==> src/rtl/vchain_pkg.sv <==
// Package: shared unit codes and the element-readiness rule used by the
// issue logic and by every unit sequencer.
package vchain_pkg;

    localparam int NUNITS = 3;

    typedef enum logic [1:0] {
        U_LOAD = 2'd0,
        U_MUL  = 2'd1,
        U_ADD  = 2'd2
    } unit_e;

    // True when an element with index idx may be issued, given the readable
    // counts of both sources; units that read no register are always ready.
    function automatic logic elem_ready(input int avail_a, input int avail_b,
                                        input int idx, input logic chain,
                                        input int vlen, input logic reads);
        int need;
        need = chain ? idx + 1 : vlen;
        return !reads || ((avail_a >= need) && (avail_b >= need));
    endfunction

endpackage

==> src/rtl/vc_reg_track.sv <==
// Per-register readable-element counters.
// Does: each register counts the elements written so far (VLEN = complete).
// A new allocation clears the count, and each writeback aimed at the
// register adds one.
// Assumes: at most one writer per register is outstanding, so no two units
// write back the same register in one cycle, and an allocation never meets
// a writeback to the same register.
module vc_reg_track #(
    parameter int NREG = 8,
    parameter int VLEN = 8,
    parameter int NU   = 3,
    parameter int RW   = $clog2(NREG),
    parameter int CW   = $clog2(VLEN + 1)
) (
    input  logic                     clk,
    input  logic                     rst_n,
    input  logic                     alloc_en,
    input  logic [RW-1:0]            alloc_reg,
    input  logic [NU-1:0]            wb_en,
    input  logic [NU-1:0][RW-1:0]    wb_reg,
    output logic [NREG-1:0][CW-1:0]  avail
);

    for (genvar r = 0; r < NREG; r++) begin : g_reg
        logic [CW-1:0] cnt_q;
        logic          hit;
        logic          alloc_hit;

        // Detect a writeback from any unit aimed at this register.
        always_comb begin
            hit = 1'b0;
            for (int u = 0; u < NU; u++) begin
                if (wb_en[u] && (wb_reg[u] == RW'(r))) hit = 1'b1;
            end
        end

        assign alloc_hit = alloc_en && (alloc_reg == RW'(r));

        // Clear on allocation, count up on writeback, full after reset.
        always_ff @(posedge clk) begin
            if (!rst_n)         cnt_q <= CW'(VLEN);
            else if (alloc_hit) cnt_q <= '0;
            else if (hit)       cnt_q <= cnt_q + 1'b1;
        end

        assign avail[r] = cnt_q;

        // a writeback never lands on an already complete register.
        a_r5_no_overflow: assert property (@(posedge clk) disable iff (!rst_n)
            hit |-> (cnt_q != CW'(VLEN)));

        // an allocated register is complete and receives no writeback.
        a_r8_alloc_quiet: assert property (@(posedge clk) disable iff (!rst_n)
            alloc_hit |-> (!hit && (cnt_q == CW'(VLEN))));
    end

endmodule

==> src/rtl/vc_unit_seq.sv <==
// One functional unit's element sequencer and result-latency pipe.
// Does: on start it issues element 0 at once, then one element in each
// cycle in which its sources hold enough readable elements. Every issued
// element reappears as a writeback strobe LAT-1 cycles later and tagged
// with its destination, so the result is readable LAT cycles after issue.
// Assumes: start arrives only while the unit is idle, and LAT >= 1.
module vc_unit_seq
    import vchain_pkg::*;
#(
    parameter int NREG  = 8,
    parameter int VLEN  = 8,
    parameter int LAT   = 3,
    parameter bit READS = 1'b1,
    parameter int RW    = $clog2(NREG),
    parameter int CW    = $clog2(VLEN + 1)
) (
    input  logic                     clk,
    input  logic                     rst_n,
    input  logic                     chain_en,
    input  logic                     start,
    input  logic [RW-1:0]            start_dst,
    input  logic [RW-1:0]            start_sa,
    input  logic [RW-1:0]            start_sb,
    input  logic [NREG-1:0][CW-1:0]  avail,
    output logic                     busy,
    output logic [RW-1:0]            cur_sa,
    output logic [RW-1:0]            cur_sb,
    output logic                     adv,
    output logic                     wb_en,
    output logic [RW-1:0]            wb_reg
);

    logic          active;
    logic [CW-1:0] idx;
    logic [RW-1:0] dst_q, sa_q, sb_q;
    logic          go;
    logic [RW-1:0] issue_dst;

    // Continue the running instruction when its next element is ready.
    assign go = active && elem_ready(int'(avail[sa_q]), int'(avail[sb_q]),
                                     int'(idx), chain_en, VLEN, READS);
    assign adv       = start || go;
    assign issue_dst = start ? start_dst : dst_q;

    // Instruction state: element index and the registers in use.
    always_ff @(posedge clk) begin
        if (!rst_n) begin
            active <= 1'b0;
            idx    <= '0;
            dst_q  <= '0;
            sa_q   <= '0;
            sb_q   <= '0;
        end else if (start) begin
            active <= (VLEN > 1);
            idx    <= CW'(1);
            dst_q  <= start_dst;
            sa_q   <= start_sa;
            sb_q   <= start_sb;
        end else if (go) begin
            idx <= idx + 1'b1;
            if (idx == CW'(VLEN - 1)) active <= 1'b0;
        end
    end

    assign busy   = active;
    assign cur_sa = sa_q;
    assign cur_sb = sb_q;

    if (LAT == 1) begin : g_lat_direct
        assign wb_en  = adv;
        assign wb_reg = issue_dst;
    end else begin : g_lat_pipe
        logic [LAT-2:0]         pv;
        logic [LAT-2:0][RW-1:0] pd;

        // Shift issued elements and their destination toward writeback.
        always_ff @(posedge clk) begin
            if (!rst_n) begin
                pv <= '0;
                pd <= '0;
            end else begin
                pv[0] <= adv;
                pd[0] <= issue_dst;
                for (int k = 1; k < LAT - 1; k++) begin
                    pv[k] <= pv[k-1];
                    pd[k] <= pd[k-1];
                end
            end
        end

        assign wb_en  = pv[LAT-2];
        assign wb_reg = pd[LAT-2];
    end

    // a new instruction is only handed to an idle unit.
    a_r4_start_when_idle: assert property (@(posedge clk) disable iff (!rst_n)
        start |-> !active);

    // a running instruction's element index stays within 1..VLEN-1.
    a_r12_idx_range: assert property (@(posedge clk) disable iff (!rst_n)
        active |-> ((idx != '0) && (idx < CW'(VLEN))));

endmodule

==> src/rtl/vc_issue.sv <==
// In-order issue decision for the head of the instruction queue.
// Does: starts the head when its unit is idle, its destination is complete
// (no outstanding write), its destination is not read by a unit still
// issuing, and element 0 of its sources is ready under the current mode.
// Assumes: unit codes above 2 never appear, and an instruction does not
// name its own destination as a source.
module vc_issue
    import vchain_pkg::*;
#(
    parameter int NREG = 8,
    parameter int VLEN = 8,
    parameter int NU   = 3,
    parameter int RW   = $clog2(NREG),
    parameter int CW   = $clog2(VLEN + 1)
) (
    input  logic                     en,
    input  logic                     chain_en,
    input  logic                     iq_valid,
    input  logic [1:0]               iq_unit,
    input  logic [RW-1:0]            iq_dst,
    input  logic [RW-1:0]            iq_sa,
    input  logic [RW-1:0]            iq_sb,
    input  logic [NU-1:0]            busy,
    input  logic [NU-1:0][RW-1:0]    act_sa,
    input  logic [NU-1:0][RW-1:0]    act_sb,
    input  logic [NREG-1:0][CW-1:0]  avail,
    output logic                     take,
    output logic [NU-1:0]            start
);

    logic unit_ok, unit_busy, war, dst_full, src_ok, reads;

    // Look up the target unit and scan running readers for a WAR clash.
    always_comb begin
        unit_ok   = 1'b0;
        unit_busy = 1'b0;
        war       = 1'b0;
        for (int u = 0; u < NU; u++) begin
            if (iq_unit == 2'(u)) begin
                unit_ok   = 1'b1;
                unit_busy = busy[u];
            end
            if ((u != int'(U_LOAD)) && busy[u] &&
                ((iq_dst == act_sa[u]) || (iq_dst == act_sb[u])))
                war = 1'b1;
        end
    end

    assign reads    = (iq_unit != U_LOAD);
    assign dst_full = (avail[iq_dst] == CW'(VLEN));
    assign src_ok   = elem_ready(int'(avail[iq_sa]), int'(avail[iq_sb]), 0,
                                 chain_en, VLEN, reads);

    assign take = en && iq_valid && unit_ok && !unit_busy && dst_full &&
                  !war && src_ok;

    // Route the start to the unit the head names.
    always_comb begin
        for (int u = 0; u < NU; u++) start[u] = take && (iq_unit == 2'(u));
    end

endmodule

==> src/rtl/vchain_ctrl.sv <==
// Top: vector chaining issue controller for a load, a multiply and an add
// unit sharing NREG vector registers of VLEN elements.
// Does: connects the in-order issue stage, one sequencer per unit (each
// with its own latency) and the per-register readable-element counters.
// Assumes: the instruction queue holds its head steady until iq_take.
module vchain_ctrl
    import vchain_pkg::*;
#(
    parameter int NREG    = 8,
    parameter int VLEN    = 8,
    parameter int LAT_LD  = 3,
    parameter int LAT_MUL = 4,
    parameter int LAT_ADD = 2,
    localparam int RW     = $clog2(NREG)
) (
    input  logic          clk,
    input  logic          rst_n,
    input  logic          chain_en,
    input  logic          iq_valid,
    input  logic [1:0]    iq_unit,
    input  logic [RW-1:0] iq_dst,
    input  logic [RW-1:0] iq_src_a,
    input  logic [RW-1:0] iq_src_b,
    output logic          iq_take,
    output logic [2:0]    unit_start,
    output logic [2:0]    unit_adv,
    output logic [2:0]    unit_wb
);

    localparam int NU = NUNITS;
    localparam int CW = $clog2(VLEN + 1);

    logic [NU-1:0]           busy;
    logic [NU-1:0][RW-1:0]   act_sa, act_sb, wb_reg;
    logic [NU-1:0]           wb_en, adv, start;
    logic [NREG-1:0][CW-1:0] avail;

    vc_issue #(.NREG(NREG), .VLEN(VLEN), .NU(NU), .RW(RW), .CW(CW)) u_issue (
        .en       (rst_n),
        .chain_en (chain_en),
        .iq_valid (iq_valid),
        .iq_unit  (iq_unit),
        .iq_dst   (iq_dst),
        .iq_sa    (iq_src_a),
        .iq_sb    (iq_src_b),
        .busy     (busy),
        .act_sa   (act_sa),
        .act_sb   (act_sb),
        .avail    (avail),
        .take     (iq_take),
        .start    (start)
    );

    for (genvar g = 0; g < NU; g++) begin : g_unit
        localparam int LAT_G = (g == 0) ? LAT_LD : (g == 1) ? LAT_MUL : LAT_ADD;

        vc_unit_seq #(.NREG(NREG), .VLEN(VLEN), .LAT(LAT_G),
                      .READS(g != 0), .RW(RW), .CW(CW)) u_seq (
            .clk       (clk),
            .rst_n     (rst_n),
            .chain_en  (chain_en),
            .start     (start[g]),
            .start_dst (iq_dst),
            .start_sa  (iq_src_a),
            .start_sb  (iq_src_b),
            .avail     (avail),
            .busy      (busy[g]),
            .cur_sa    (act_sa[g]),
            .cur_sb    (act_sb[g]),
            .adv       (adv[g]),
            .wb_en     (wb_en[g]),
            .wb_reg    (wb_reg[g])
        );
    end

    vc_reg_track #(.NREG(NREG), .VLEN(VLEN), .NU(NU), .RW(RW), .CW(CW)) u_regs (
        .clk       (clk),
        .rst_n     (rst_n),
        .alloc_en  (iq_take),
        .alloc_reg (iq_dst),
        .wb_en     (wb_en),
        .wb_reg    (wb_reg),
        .avail     (avail)
    );

    assign unit_start = start;
    assign unit_adv   = adv;
    assign unit_wb    = wb_en;

    // no two units start in the same cycle.
    a_r2_one_start: assert property (@(posedge clk) disable iff (!rst_n)
        $onehot0(unit_start));

endmodule

==> config.mk <==
export PLATFORM = sky130hd
export DESIGN_NAME = vchain_ctrl
export DESIGN_NICKNAME = d
export VERILOG_FILES = /design/src/rtl/vchain_pkg.sv /design/src/rtl/vc_reg_track.sv /design/src/rtl/vc_unit_seq.sv /design/src/rtl/vc_issue.sv /design/src/rtl/vchain_ctrl.sv
export SDC_FILE = /design/constraint.sdc
export NUM_CORES = 1
export LEC_CHECK = 0
export ABC_AREA = 1
export CORE_MARGIN = 4
export CORE_UTILIZATION = 26
export CTS_BUF_LIST = sky130_fd_sc_hd__clkbuf_4 sky130_fd_sc_hd__clkbuf_8
export CTS_CLUSTER_DIAMETER = 40
export DETAILED_ROUTE_END_ITERATION = 10
export HOLD_SLACK_MARGIN = 0.02
export MAX_ROUTING_LAYER = met4
export SYNTH_ARGS = -nofsm -noshare
export SYNTH_HDL_FRONTEND = slang
export SYNTH_SLANG_ARGS = --single-unit
export TNS_END_PERCENT = 50
==> constraint.sdc <==
create_clock -name clk -period 2.85 [get_ports clk]
set_input_delay 0.4275 -clock clk [delete_from_list [all_inputs] [get_ports clk]]
set_output_delay 0.4275 -clock clk [all_outputs]
set_load 0.02 [all_outputs]
; Yosys cells after proc, flatten, opt, wreduce, memory -nomap -nowiden
; Index checks and enable logic that the tools add are counted.
[totals]
reg_bits = 83
output_inout_bits = 10
[classes]
n_addsub = 13
order_cmp = 13
eq_ne = 38
mux = 80
bitwise_logic = 1
reduce_logical = 89
[op_table]
columns = cell, n
row1 = greater-or-equal comparator 5 x 32 -> 1 bit, 6
row2 = 2-to-1 mux 4 bit, 24
row3 = binary-select mux 4 bit (select 3 bit), 7
row4 = 2-to-1 mux 32 bit, 2
row5 = == test 3 bit (second input constant), 16
row6 = logical AND 1 bit, 48
row7 = 2-to-1 mux 1 bit, 47
row8 = adder 4 x 1 -> 4 bit (second input constant), 11
row9 = < comparator 3 x 4 -> 1 bit (second input constant), 7
row10 = nonzero test 2 bit, 14
row11 = == test 3 x 2 -> 1 bit (second input constant), 8
row12 = OR reduction 2 bit, 11
row13 = == test 3 x 1 -> 1 bit (second input constant), 4
row14 = == test 3 bit, 4
row15 = == test 4 x 3 -> 1 bit (second input constant), 3
row16 = zero test 3 bit, 4
row17 = adder 4 x 1 -> 5 bit (second input constant), 2
row18 = logical OR 1 bit, 6
row19 = == test 4 bit (second input constant), 1
row20 = AND reduction 2 bit, 2
row21 = zero test 1 bit, 3
row22 = == test 2 x 1 -> 1 bit (second input constant), 1
row23 = == test 2 bit (second input constant), 1
row24 = zero test 2 bit, 1
row25 = NOT 1 bit, 1

; Longest topological paths before layout
; Gate-level depths: netlist of the first run.
[logic_depth]
depth_word = 12
ltp_mapped = 19
mapped_depth_nobuf = 18

; Modules after synthesis
; Synthesis of the first run repeated with hierarchy kept, for this count alone.
[unflattened]
cells_unflattened = 1085
hier_area_um2 = 6771.5
[by_module_without_submodules]
columns = mod, n_inst, cells_per_inst, area_each_um2, seq_area_each_um2
row1 = vc_reg_track, 1, 329, 2125.8, 640.6
row2 = vc_unit_seq at g_unit[1].u_seq, 1, 252, 1631.6, 460.4
row3 = vc_unit_seq at g_unit[2].u_seq, 1, 222, 1357.6, 300.3
row4 = vc_issue, 1, 197, 968.4, 0.0
row5 = vc_unit_seq at g_unit[0].u_seq, 1, 85, 688.2, 380.4

; Least setup slack after synthesis of the first run
; No wires, ideal clock.
[synth_timing]
kind = reg2out
from = reg g_unit[1].u_seq.sb_q[0]
to = out unit_adv[1]
arrival_ns = 2.255
setup_slack_ns = 0.167
stages_incl_launch_ff = 13
n_path_buf = 3
path_cell_list = dfxtp_1 > buf_2 > clkbuf_1 > o21ai_0 > a221oi_1 > a31oi_1 > ha_1 > nand2_1 > o21a_1 > a21oi_1 > nand3_1 > nand2_1 > buf_4
[synth_via]
elab_chain_len = 10
elab_cells_between_ends = 15
[synth_lines]
columns = element, line
row1 = from (decl), vc_unit_seq.sv:35  ; logic [RW-1:0] dst_q, sa_q, sb_q;
row2 = from (signal assigned), vc_unit_seq.sv:58  ; sb_q <= start_sb;
row3 = branches (longest 9 deep; another with greater-or-equal comparator 5 x 32 -> 1 bit), --
row4 = logical OR 1 bit (*), vc_unit_seq.sv:42  ; assign adv = start || go;
row5 = to (decl), vchain_ctrl.sv:26  ; output logic [2:0] unit_adv,
; Every way passes the cells marked *. The select of a mux whose other input is x is not followed.

; Worst setup path after layout of the first run
[layout_timing]
from = reg u_regs.g_reg[1].cnt_q[0]
to = out unit_adv[2]
[layout_via]
elab_chain_len = 8
elab_cells_between_ends = 24
[layout_lines]
columns = element, line
row1 = from (decl), vc_reg_track.sv:25  ; logic [CW-1:0] cnt_q;
row2 = from (signal assigned), vc_reg_track.sv:41  ; if (!rst_n) cnt_q <= CW'(VLEN);
row3 = from (signal assigned), vc_reg_track.sv:43  ; else if (hit) cnt_q <= cnt_q + 1'b1;
row4 = "binary-select mux 4 bit (select 3 bit), on equally long branches", "vc_issue.sv:51, vc_issue.sv:50"
row5 = "2-to-1 mux 4 bit, on equally long branches", "vc_issue.sv:51, vc_issue.sv:50"
row6 = greater-or-equal comparator 5 x 32 -> 1 bit / == test 4 bit (equally long branches), "vchain_pkg.sv:20, vc_issue.sv:50"
row7 = "logical AND 1 bit, on equally long branches", "vchain_pkg.sv:20, vc_issue.sv:54"
row8 = logical OR 1 bit / logical AND 1 bit (equally long branches), "vchain_pkg.sv:20, vc_issue.sv:54"
row9 = logical AND 1 bit, vc_issue.sv:55  ; !war && src_ok;
row10 = logical AND 1 bit, vc_issue.sv:59  ; for (int u = 0; u < NU; u++) start[u] = take && (iq_unit == 2'(u));
row11 = logical OR 1 bit (*), vc_unit_seq.sv:42
; Every way passes the cells marked *; elsewhere a longest branch is shown, timed or not. The select of a mux whose other input is x is not followed.

==> out/metrics.yaml, run 1 <==
syn_area_sq_mm: 0.006187
n_antenna_cell: 0
fmax_ghz: 0.3374
routabilityCongestion: 0.9440
syn-num-nets: 1033
firstDrtPassIters: 5
syn_area_per_cell_sq_um: 6.269
critPathMaxFanout: 6
die_x_microns: 162.3
placedCellCount: 1462
p_seq_share_pct: 45.2
worst_slack_ns: -0.1139
top_register: "u_regs.g.cnt_q"
grt_pass1_vias: 6483
most-common-layout-cells: "nand2_1, buf_4, nor2_1"
initial_core_util_pct: 26.36
largest_register_ffs: 32
finClkSkew_ns: 0.01775
cap_violations: 0
cts_tree: "yes"
drt_wl_total_microns: 22390
violations: "negative setup slack"
via_per_inst: 4.730
rsz0062_at_grt: "yes"
grtUsageTotal_pct: 17.52
start_kind: "flip-flop"
syn_inst: 987
insertion_delay_ns: 0.38
fin_crit_ns: 2.964
cts_root_buf: "clkbuf_8"
clock_power_share_pct: 36.3
clock-sinks: 83
hold_path.class: "reg2reg"
grt_max_degree: 54
rows: 56
numCtsBuffers: 9
stdcell_count: 1490
setup_tns_ns: -0.1861
ios: 25
vias: 7047
portBuffers: 24
cp.required_ns: 2.42
place_hpwl_microns: 17560
vdd_drop_max_uv: 213.4
die_area_sq_mm: 0.02633
area_growth_pct: 38.99
cp.arrival_ns: 2.54
ys_seq_area_share_pct: 26.86
cellPowerDensity_mw_per_mm2: 303.1
largestRegisters: "u_regs.g.cnt_q (32), g_unit.u_seq.idx (12), g_unit.u_seq.dst_q (9)"
slew_viol_final: 0
tightest_slew_ns: 0.6109
synth-seq-cells: 83
clockBufferDepth: 2
final_common_cell: "nand2_1"
critPathCaptureType: "output port"
wl_per_cell_microns: 15.03
path_clk_slew_ns: 0.09
hold_violations: 0
ant_nets: 0
crit_type: "reg2out"
drc: 0
antenna_found_initial: 0
p_leak_nw: 3.945
p_sw_uw: 772.0
core_area_sq_mm: 0.02347
synth_cell_types: 34
report.final.setup_viol: 2
detail_route.iter0.violations: 671
relSlewSlack_pct: 59.10
die_y_microns: 162.3
sw_frac_of_total_pct: 29.62
drive_above_1_share_pct: 25.36
fin_nets: 1212
yosysWarnings: 0
power_frac_comb_pct: 18.4
outcome: "complete, but fails checks"
grt_first_pass_wirelength_microns: 35100
fin_crit_sh_pct: 104.0
power.internal_mw: 1.834
grt_overflow_total: 0
cts_htree_levels: 3
synthesized netlist by cell type:
cell	n	area, sq um
nand2_1	206	773.2
nor2_1	132	495.5
inv_1	111	416.7
a21oi_1	96	480.5
dfxtp_1	83	1662
nand3_1	83	415.4
o21ai_0	82	410.4
ha_1	31	387.9
xor2_1	23	201.4
xnor2_1	17	148.9
buf_2	16	80.08
clkbuf_1	14	52.55
a31oi_1	13	81.33
nand4_1	13	81.33
a221oi_1	12	105.1
buf_4	10	75.07
clkinv_1	8	30.03
nand2_2	7	43.79
buf_1	5	18.77
inv_2	3	11.26
nor2_8	3	60.06
o21ai_1	3	15.01
buf_6	2	22.52
nor2_2	2	12.51
o211ai_1	2	15.01
o21bai_1	2	15.01
clkbuf_2	1	5.000
inv_4	1	6.260
mux2i_1	1	10.01
nand3_4	1	17.52
nor2_4	1	11.26
nor3_2	1	10.01
o21a_1	1	7.510
o311ai_0	1	8.760
worst max-delay path, stage by stage (launching register included):
cell and delay, ns:
dfxtp_2 0.36, clkinvlp_4 0.09, buf_12 0.15, a21oi_2 0.12, o21ai_1 0.07, nand3_1 0.10
nand2_2 0.12, ha_4 0.29, inv_2 0.02, nand2_1 0.05, a21oi_1 0.06, o21bai_1 0.14
a21oi_1 0.09, nor2_1 0.15, nand3_1 0.14, nand2_2 0.11, buf_6 0.11
layer usage:
metal,GRT usage [%],share of wire (%)
met3,2.131,6.5
met2,26.87,44
met1,23.74,46
met5,-,0
met4,6.574,3.9
power by group through the flow:
stage	Combinational (mW)	Sequential, mW	Clock [mW]
6_report	0.480	1.18	0.947
5_1_grt	0.529	1.18	1.01
4_1_cts	0.447	1.18	0.973
3_5_place_dp	0.435	1.21	0
3_3_place_gp	0.432	1.21	0
2_1_floorplan	0.243	1.20	0
what timing repair did:
action | in CTS | in global routing
hold endpoints to repair | 0 | 0
pin swaps | 17 | 34
endpoints found under the setup margin | 7 | 15
buffers inserted | 2 | 10
hold buffers | 0 | 0
gates resized for setup | 74 | 52
kinds of logic (layout without fill, tap and decap cells):
kind of cell	Yosys count	in the layout	synth area share (%)
simple gates	449	449	31.04
compound gates	212	212	18.40
buf+inv	171	355	11.61
flops	83	83	26.86
xor+xnor	40	40	5.662
fa+ha+maj	31	31	6.269
mux	1	1	0.1618
stage by stage:
step | power (mW) | worst slack [ns] | area (sq um) | utilization, % | hold slack, ns
3_5_place_dp | 1.642 | -0.7747 | 8082 | 34.43 | 0.3974
6_report | 2.606 | -0.1139 | 8600 | 36.64 | 0.4179
4_1_cts | 2.601 | -0.1378 | 8381 | 35.70 | 0.4196
3_3_place_gp | 1.639 | -0.7556 | 8082 | 34.43 | 0.3955
5_1_grt | 2.724 | -0.2630 | 8600 | 36.64 | 0.4368
2_1_floorplan | 1.445 | 0.1670 | 6187 | - | 0.3905
final timing paths:
path | from | end | slack (ns) | cells past startpoint
max | u_regs.g_reg[1].cnt_q[0] | unit_adv[2] | -0.11 | 16
min | g_unit[1].u_seq.g_lat_pipe.pd[4] | g_unit[1].u_seq.wb_reg[1] | 0.42 | 2
max reg2reg | u_regs.g_reg[5].cnt_q[0] | g_unit[1].u_seq.idx[3] | 0.23 | 23
min reg2reg | g_unit[1].u_seq.g_lat_pipe.pd[4] | g_unit[1].u_seq.wb_reg[1] | 0.42 | 2
layout make-up:
class	instances	area, sq um
Tap cell	319	399.1
Sequential cell	83	1679
Timing Repair Buffer	216	1868
Clock inverter	6	76.32
Multi-Input combinational cell	733	3961
Inverter	123	478.0
Clock buffer	10	137.6
Fill cell	2519	14870
Note: power is estimated with default switching activity, not from simulation.
==> run 2: changes to the inputs <==
--- a/config.mk
+++ b/config.mk
@@ -7,5 +7,5 @@
 export LEC_CHECK = 0
 export ABC_AREA = 1
-export CORE_MARGIN = 4
+export CORE_MARGIN = 2
 export CORE_UTILIZATION = 26
 export CTS_BUF_LIST = sky130_fd_sc_hd__clkbuf_4 sky130_fd_sc_hd__clkbuf_8
@@ -14,4 +14,5 @@
 export HOLD_SLACK_MARGIN = 0.02
 export MAX_ROUTING_LAYER = met4
+export SKIP_CTS_REPAIR_TIMING = 1
 export SYNTH_ARGS = -nofsm -noshare
 export SYNTH_HDL_FRONTEND = slang
==> constraint.sdc (replaced) <==
create_clock -name clk -period 2.85 [get_ports clk]
set_input_delay 0.4275 -clock clk [delete_from_list [all_inputs] [get_ports clk]]
set_output_delay 0.4275 -clock clk [all_outputs]
set_load 0.005 [all_outputs]
==> run 2 against run 1 <==
Effect of this change:
- highest routed layer unchanged
- the flow still finishes with violations (negative setup slack)
- die area is 4.9% lower
- register-to-register slack better by 0.07 ns
- clock power increased by 1%
- non-clock buffer count decreased by 5
- largest power group unchanged
- via count shrank 1.3%
==> out/metrics.yaml, run 2 (synthesized netlist as in run 1, its figures left out) <==
min_from: "g_unit[1].u_seq.g_lat_pipe.pv[0]"  # was g_unit[1].u_seq.g_lat_pipe.pd[4]
path_clk_slew_ns: 0.11  # was 0.09 ns
rows: 56  # unchanged
place_ws_ns: -0.6649  # was -0.7747 ns
initial_core_util_pct: 26.44  # was 26.36%
grt_pass1_vias: 6290  # was 6483
via_per_inst: 4.678  # was 4.730
die_y_microns: 158.3  # was 162.3 microns
area_growth_pct: 35.96  # was 38.99%
portBuffers: 24  # unchanged
met2_usage_pct: 29.54  # was 26.87%
place_hpwl_microns: 17960  # was 17560 microns
tightest_slew_ns: 0.6292  # was 0.6109 ns
r2r_start: "u_regs.g_reg[1].cnt_q[0]"  # was u_regs.g_reg[5].cnt_q[0]
grtUsageMet1_pct: 25.40  # was 23.74%
grtUsageTotal_pct: 19.46  # was 17.52%
hold_violations: 0  # unchanged
violations: "negative setup slack"  # unchanged
largest_register_ffs: 32  # unchanged
fmax_ghz: 0.3275  # was 0.3374 GHz
routabilityCongestion: 0.9960  # was 0.9440
detail_route.iter0.violations: 516  # was 671
cp.required_ns: 2.42  # about the same
start_kind: "flip-flop"  # unchanged
drt_wl_total_microns: 23280  # was 22390 microns
rsz0062_at_grt: "yes"  # unchanged
cap_violations: 0  # unchanged
cp.arrival_ns: 2.63  # was 2.54 ns
n_antenna_cell: 0  # unchanged
placedCellCount: 1444  # was 1462
drc: 0  # unchanged
crit_type: "reg2out"  # unchanged
clock-sinks: 83  # unchanged
p_leak_nw: 3.961  # was 3.945 nW
numCtsBuffers: 9  # unchanged
whs_endpoint: "g_unit[1].u_seq.g_lat_pipe.pv[1]"  # was g_unit[1].u_seq.wb_reg[1]
critPathCaptureType: "output port"  # unchanged
wl_per_cell_microns: 15.66  # was 15.03 microns
top_register: "u_regs.g.cnt_q"  # unchanged
grt_first_pass_wirelength_microns: 35420  # was 35100 microns
r2r_slack_ns: 0.30  # was 0.23 ns
outcome: "complete, but fails checks"  # unchanged
stdcell_count: 1486  # was 1490
ios: 25  # unchanged
fin_crit_sh_pct: 107.1  # was 104.0%
drive_above_1_share_pct: 24.51  # was 25.36%
fin_crit_ns: 3.053  # was 2.964 ns
report.final.setup_viol: 5  # was 2
slew_viol_final: 0  # unchanged
cts_root_buf: "clkbuf_8"  # unchanged
worstRegToRegCells: 18  # was 23
placedInstanceArea_sq_mm: 0.007809  # was 0.008082 sq mm
hold_path.class: "reg2reg"  # unchanged
insertion_delay_ns: 0.39  # was 0.38 ns
core_area_sq_mm: 0.02340  # was 0.02347 sq mm
grt_max_degree: 54  # unchanged
relSlewSlack_pct: 57.87  # was 59.10%
fin_nets: 1208  # was 1212
cellPowerDensity_mw_per_mm2: 308.5  # was 303.1 mW/mm^2
antenna_found_initial: 0  # unchanged
hold_depth: 2  # unchanged
grt_overflow_total: 0  # unchanged
worst_slack_ns: -0.2034  # was -0.1139 ns
die_x_microns: 158.3  # was 162.3 microns
busiest_layer: "met2"  # unchanged
clockBufferDepth: 2  # unchanged
finClkSkew_ns: 0.01906  # was 0.01775 ns
ant_nets: 0  # unchanged
die_area_sq_mm: 0.02505  # was 0.02633 sq mm
grt_use_met3_pct: 4.192  # was 2.131%
vias: 6952  # was 7047
fin_area_sq_mm: 0.008412  # was 0.008600 sq mm
cts_tree: "yes"  # unchanged
cts_htree_levels: 3  # unchanged
most-common-layout-cells: "nand2_1, buf_4, nor2_1"  # unchanged
firstDrtPassIters: 5  # unchanged
largestRegisters: "u_regs.g.cnt_q (32), g_unit.u_seq.idx (12), g_unit.u_seq.dst_q (9)"  # unchanged
rr_endpoint: "g_unit[1].u_seq.cur_sb[1]"  # was g_unit[1].u_seq.idx[3]
final_common_cell: "nand2_1"  # unchanged
vdd_drop_max_uv: 228.2  # was 213.4 uV
critPathMaxFanout: 3  # was 6
-- run 2: changes by cell type in the layout (fill, tap and decap cells not counted), moves of 4 or more --
cell / previous run / this run
dfxtp_2: 8 / 13
dlymetal6s2s_1: 2 / 12
clkinv_2: 4 / 0
a21oi_2: 9 / 5
dfxtp_1: 73 / 67
clkinvlp_4: 1 / 5
a21oi_1: 87 / 91
dlygate4sd2_1: 4 / 0
buf_12: 14 / 3
-- run 2: how the worst max path moves through the flow --
| stage | endpoint | startpoint |
|---|---|---|
| finish | unit_start[2] | u_regs.g_reg[1].cnt_q[0] |
| global route | unit_adv[1] | u_regs.g_reg[6].cnt_q[0] |
| CTS | unit_adv[1] | iq_src_b[0] |
| detailed placement | unit_adv[1] | iq_src_b[0] |
| global placement | unit_adv[1] | iq_src_a[0] |
| floorplan | unit_adv[1] | g_unit[1].u_seq.cur_sb[0] |
-- run 2: report_power, final --
part / switching (mW) / total [mW] / internal, mW
combinational: 0.256 / 0.461 / 0.204
clock: 0.527 / 0.956 / 0.430
sequential: 0.0117 / 1.18 / 1.17
-- run 2: cell type report --
class,count,area (sq um)
sequential,83,1689
clock buffer,9,123.9
timing repair inverter,1,5.005
tap,319,399.1
timing repair buffer,211,1725
fill,2586,14990
inverter,123,484.2
multi-input combinational,733,3896
clock inverter,7,88.84
-- run 2: metal layers --
layer,vias up,part of all wire [%]
met2,187,45
met4,0,2.8
met5,-,0
met1,3154,46
li1,3570,-
met3,41,6.1
-- run 2: per-stage QoR --
| stage | hold WS, ns | utilization (%) | total power, mW | setup TNS [ns] |
|---|---|---|---|---|
| after floorplan | 0.3905 | - | 1.442 | 0 |
| after global placement | 0.3966 | 33.37 | 1.631 | -11.48 |
| after detailed placement | 0.4033 | 33.37 | 1.633 | -12.95 |
| after CTS | 0.4316 | 34.28 | 2.595 | -3.648 |
| after global routing | 0.4421 | 35.94 | 2.723 | -1.620 |
| final | 0.4174 | 35.94 | 2.595 | -0.6997 |
-- run 2: critical path, stage by stage (launching register included) --
cell            delay [ns]
dfxtp_2               0.37
clkinvlp_4            0.10
buf_4                 0.16
buf_4                 0.13
a21oi_1               0.10
o21ai_1               0.07
nand3_1               0.10
nand2_1               0.05
ha_1                  0.26
nor2_1                0.08
nand3_1               0.08
nand2_1               0.09
nand2_2               0.07
buf_4                 0.14
nand3_4               0.11
buf_6                 0.13
nor2_8                0.04
dlymetal6s2s_1        0.15
